`src/rtl/rrc_pkg.sv`:
```
package rrc_pkg;

    typedef enum logic [1:0] {
        ST_IDLE   = 2'd0,
        ST_SETTLE = 2'd1,
        ST_CHECK  = 2'd2
    } rrc_state_t;

endpackage

```
`src/rtl/rrc_sched.sv`:
```
module rrc_sched
    import rrc_pkg::*;
#(
    parameter int N     = 4,
    parameter int DW_W  = 16,
    parameter int LAT   = 2,
    parameter int IDX_W = $clog2(N)
) (
    input  logic             clk,
    input  logic             rst_n,
    input  logic             en,
    input  logic [N-1:0]     mask,
    input  logic [DW_W-1:0]  dwell,
    output logic [IDX_W-1:0] sel,
    output logic             chk_en,
    output logic             slot_done
);

    localparam logic [DW_W-1:0] SETTLE_LAST = DW_W'(LAT - 1);
    localparam logic [DW_W-1:0] ONE         = DW_W'(1);

    rrc_state_t       state, state_d;
    logic [IDX_W-1:0] sel_d, nxt_idx;
    logic [DW_W-1:0]  cnt, cnt_d, dw_eff;
    logic             go, slot_last;

    always_comb begin
        go        = en && (|mask);
        dw_eff    = (dwell == '0) ? ONE : dwell;
        slot_last = (cnt >= dw_eff - ONE);
    end

    // next enabled index after sel, ascending and cyclic; sel itself only if alone
    always_comb begin
        nxt_idx = sel;
        for (int i = N; i >= 1; i--) begin
            if (mask[(int'(sel) + i) % N]) nxt_idx = IDX_W'((int'(sel) + i) % N);
        end
    end

    // next-state logic
    always_comb begin
        state_d = state;
        sel_d   = sel;
        cnt_d   = cnt;
        unique case (state)
            ST_IDLE: begin
                if (go) begin
                    state_d = ST_SETTLE;
                    sel_d   = nxt_idx;
                    cnt_d   = '0;
                end
            end
            ST_SETTLE, ST_CHECK: begin
                if (!go) begin
                    state_d = ST_IDLE;
                end else if (slot_last) begin
                    state_d = ST_SETTLE;
                    sel_d   = nxt_idx;
                    cnt_d   = '0;
                end else begin
                    cnt_d = cnt + ONE;
                    if (state == ST_SETTLE && cnt >= SETTLE_LAST) state_d = ST_CHECK;
                end
            end
            default: state_d = ST_IDLE;
        endcase
    end

    // state register
    always_ff @(posedge clk or negedge rst_n) begin
        if (!rst_n) begin
            state <= ST_IDLE;
            sel   <= IDX_W'(N - 1);
            cnt   <= '0;
        end else begin
            state <= state_d;
            sel   <= sel_d;
            cnt   <= cnt_d;
        end
    end

    // outputs
    always_comb begin
        chk_en    = (state == ST_CHECK);
        slot_done = (state == ST_CHECK) && slot_last;
    end


    rotate_to_enabled_chk: assert property (@(posedge clk) disable iff (!rst_n)
        (state != ST_IDLE && $past(state) != ST_IDLE && sel != $past(sel))
            |-> (|($past(mask) & (N'(1) << sel))));


    switch_not_compared_chk: assert property (@(posedge clk) disable iff (!rst_n)
        (sel != $past(sel)) |-> !chk_en);

endmodule

```
`config.mk`:
```
export PLATFORM = sky130hd
export DESIGN_NAME = rrc_sched
export DESIGN_NICKNAME = d
export VERILOG_FILES = /design/src/rtl/rrc_pkg.sv /design/src/rtl/rrc_sched.sv
export SDC_FILE = /design/constraint.sdc
export NUM_CORES = 1
export LEC_CHECK = 0
export ABC_AREA = 0
export BUFFER_PORTS_ARGS = -buffer_cell sky130_fd_sc_hd__buf_2
export CAP_MARGIN = 25
export CELL_PAD_IN_SITES_DETAIL_PLACEMENT = 0
export CELL_PAD_IN_SITES_GLOBAL_PLACEMENT = 1
export CORE_MARGIN = 5
export CORE_UTILIZATION = 28
export CTS_BUF_LIST = sky130_fd_sc_hd__clkbuf_2 sky130_fd_sc_hd__clkbuf_4 sky130_fd_sc_hd__clkbuf_8
export CTS_CLUSTER_SIZE = 8
export DETAILED_ROUTE_END_ITERATION = 16
export PLACE_DENSITY_LB_ADDON = 0.08
export SLEW_MARGIN = 40
export SYNTH_ARGS = -nofsm -noshare
export SYNTH_HDL_FRONTEND = slang
export SYNTH_SLANG_ARGS = --single-unit
```
`constraint.sdc`:
```
create_clock -name clk -period 3.8 [get_ports clk]
set_clock_uncertainty 0.2 [all_clocks]
set_input_delay 0.57 -clock clk [delete_from_list [all_inputs] [get_ports clk]]
set_output_delay 0.57 -clock clk [all_outputs]
set_load 0.05 [all_outputs]
```
==> results.yml <==
clock_tree:
  clockBufferDepth: 2
  cts_root_buf: "clkbuf_8"
  cts.sinks: 20
  htree_levels: 1
  clk_latency_ns: 0.26
  path_clk_slew_ns: 0.08
  cts_buffers: 3
  cts_tree: "yes"
final_layout:
  area_growth_pct: 44.6
  drive_above_1_share_pct: 39.3
  mostFrequentLayoutCells: "33 x buf_4, 23 x ha_1, 23 x buf_2, 18 x dfrtp_1, 17 x nor2_1"
  diodes: 0
  nets: 333
  layout.cells.non_filler: 365
  final_common_cell: "buf_4"
  stdcell_area_mm2: 0.00277
drt:
  wl_per_cell_um: 14.1
  vias: 1786
  drtAntennaViolNets: 0
  drtPass1Iterations: 4
  drt-total-wl_um: 5160
  drc: 0
  via_per_inst: 4.89
  drtIter0Drc: 50
grt:
  antenna_found_initial: 0
  track_usage_pct: 12.3
  grt_pass1_wl_um: 8560
  grt_max_degree: 21
  grt-ovfl-total: 0
  grt_pass1_vias: 1725
floorplan:
  die_y_um: 92.7
  fp.dieW_um: 92.7
  die_area_mm2: 0.00860
  start_util_pct: 28.5
  io_pins: 27
  rows: 30
  coreArea_mm2: 0.00672
logic_synthesis:
  synthesis.area_mm2: 0.00192
  synth-xor-area-share_pct: 12.3
  synth_fa_ha_area_share_pct: 15.7
  ys_seq_area_share_pct: 26.3
  synth.net_count: 269
  synth-main-ff-cell: "dfrtp_1"
  yosys_warnings: 0
  synth_edf_count: 0
  netlist_instances: 222
  synth-compound-area-share_pct: 14.3
  avgSynthCellArea_um2: 8.63
  synth_top_family_by_area: "simple AND/OR/NAND/NOR gates"
  yosys.area_share.simple_pct: 26.8
  muxShareOfSynthArea_pct: 1.70
  ys_ff_latch: 20
  yosysUniqueCellTypes: 46
  ys_async_sr_fraction_pct: 100
worst_setup_path:
  max_stage_delay_ns: 0.55
  r2r_cells: 10
  startpoint: "dwell[5]"
  timing.rr.end: "sel[1]$_DFFE_PN1P_"
  critPathKind: "in2out"
  timing.rr.start: "cnt[13]$_DFFE_PN0P_"
  end_kind: "output port"
  critPathBufInv: 3
  arrival_ns: 3.53
  worstPathRequired_ns: 3.03
  reg2reg_setup_slack_ns: 1.27
  crit_path_top_delay_cell: "or4_4"
  cp-endpoint: "slot_done"
  crit_cells: 19
  critical_path.max_fanout: 3
  start_kind: "primary input"
  cp_cell_sequence: "buf_6 -> or4_4 -> nor4_4 -> and2b_4 -> a31oi_4 -> ha_4 -> nand2_2 -> or2_4 -> nor2_1 -> nand2_1 -> xor2_1 -> ha_1 -> nand4_1 -> buf_4 -> nor2_1 -> nor3_1 -> nand4_1 -> and2_4 -> buf_8"
  cpLargestDelayFamily: "simple AND/OR/NAND/NOR gates"
placement:
  portBuffers: 26
  placed_area_mm2: 0.00237
  dp_cells: 350
  routabilityCongestion: 0.747
  dp_hpwl_um: 3950
sta:
  rsz0062_at_grt: "yes"
  tightest_slew_ns: 0.628
  clock.fmax_ghz: 0.232
  layout_setup_ws_ns: -0.502
  hold_ws_ns: 0.0429
  final_max_slew_viol_count: 0
  slew_headroom_pct: 57.8
  finalSetupViolCount: 21
  period_needed_ns: 4.30
  finalCritPeriodShare_pct: 113
  hold_viol: 0
status:
  status: "complete, but fails checks"
  violations: "setup timing"
pwr:
  pwr-share-clk_pct: 18.5
  power_frac_comb_pct: 54.5
  power.leakage_uw: 0.00122
  switchingPower_uw: 504
  power_density_mw_per_mm2: 428
  irDropWorstVdd_mv: 0.159
  p_int_uw: 681
  p_sw_share_pct: 42.5
  seqPwrFrac_pct: 27.0
  totalPowerFinal_uw: 1180
hold_path:
  hold_path_class: "in2async"
run:
  cap_violations: 0
[cell type report]
type	instances	area, um^2
multi-input cells	188	1580
flip-flops and latches	20	503
clock inverters	1	30.0
well taps	80	100
fillers	698	3950
repair buffers	64	485
inverters	9	33.8
clock buffers	3	41.3
[power groups by stage]
| stage | clock network (uW) | registers [uW] | logic [uW] |
|---|---|---|---|
| 6_report | 219 | 320 | 646 |
| 5_1_grt | 236 | 331 | 710 |
| 4_1_cts | 228 | 320 | 594 |
| 3_5_place_dp | 0 | 323 | 479 |
| 3_3_place_gp | 0 | 324 | 484 |
| 2_1_floorplan | 0 | 328 | 326 |
[synth_stat cells, types with 3 or more instances]
master    number  area (um^2)
a21oi_1       11         55.1
or2_2          3         18.8
nand4_1        6         37.5
dfrtp_1       18          450
nand2_1       18         67.6
xnor2_1       11         96.3
clkbuf_1       3         11.3
nor2b_1        4         25.0
nor4_1         5         31.3
nor2_1        31          116
o21ai_0        7         35.0
nor3_1         8         40.0
xor2_1        16          140
nand3_1        6         30.0
a31oi_1        3         18.8
inv_1          9         33.8
ha_1          24          300
and3_1         4         25.0
[registers in the layout, summed over array words and instances (netlist names)]
signal and count:
state 2, cnt 16, sel 2
[metal layers]
layer / up-vias / GRT usage [%] / routed length, um
li1: 920 / - / -
met1: 841 / 18.5 / 2640
met2: 22 / 18.8 / 2370
met3: 3 / 2.11 / 146
met4: 0 / 1.71 / 10
met5: - / 0 / 0
[stage by stage]
stage	util, %	setup TNS, ns	setup slack [ns]
final	41.2	-3.21	-0.502
after global routing	41.2	-7.69	-0.717
after CTS	38.8	-1.55	-0.573
after detailed placement	35.3	-8.28	-0.693
after global placement	35.3	-6.21	-0.548
after floorplan	-	-0.822	-0.343
[worst min path at each step]
stage | endpoint | slack, ns | depth (start not counted)
floorplan | cnt[0]$_DFFE_PN0P_ | 0.07 | 0
global placement | cnt[13]$_DFFE_PN0P_ | 0.35 | 1
global route | cnt[11]$_DFFE_PN0P_ | 0.08 | 1
finish | cnt[13]$_DFFE_PN0P_ | 0.04 | 1
detailed placement | cnt[13]$_DFFE_PN0P_ | 0.35 | 1
CTS | cnt[13]$_DFFE_PN0P_ | 0.05 | 1
[worst register-to-register path: stages (launching register included)]
cell,delay [ns]
dfrtp_1,0.46
ha_1,0.34
nand4_1,0.14
buf_4,0.14
nor2_1,0.03
nor3_1,0.15
nand4_1,0.16
buf_4,0.18
buf_8,0.13
o221ai_4,0.20
mux2_4,0.32
[kinds of logic after synthesis]
family | count (synthesis)
and+or+nand+nor | 97
xor gates and xnor gates | 27
AOI/OAI and AO/OA | 37
DFF | 20
muxes | 3
buffers and inverters | 14
adders and majority gates | 24
[repair_timing]
| action | in CTS | in global routing |
|---|---|---|
| pin swaps | 10 | 8 |
| setup buffers | 4 | 7 |
| gates cloned | 1 | 0 |
| endpoints found under the setup margin | 21 | 21 |
| hold buffers | 0 | 0 |
| resized for setup | 27 | 29 |
No activity file was read; power rests on OpenSTA's default activity.
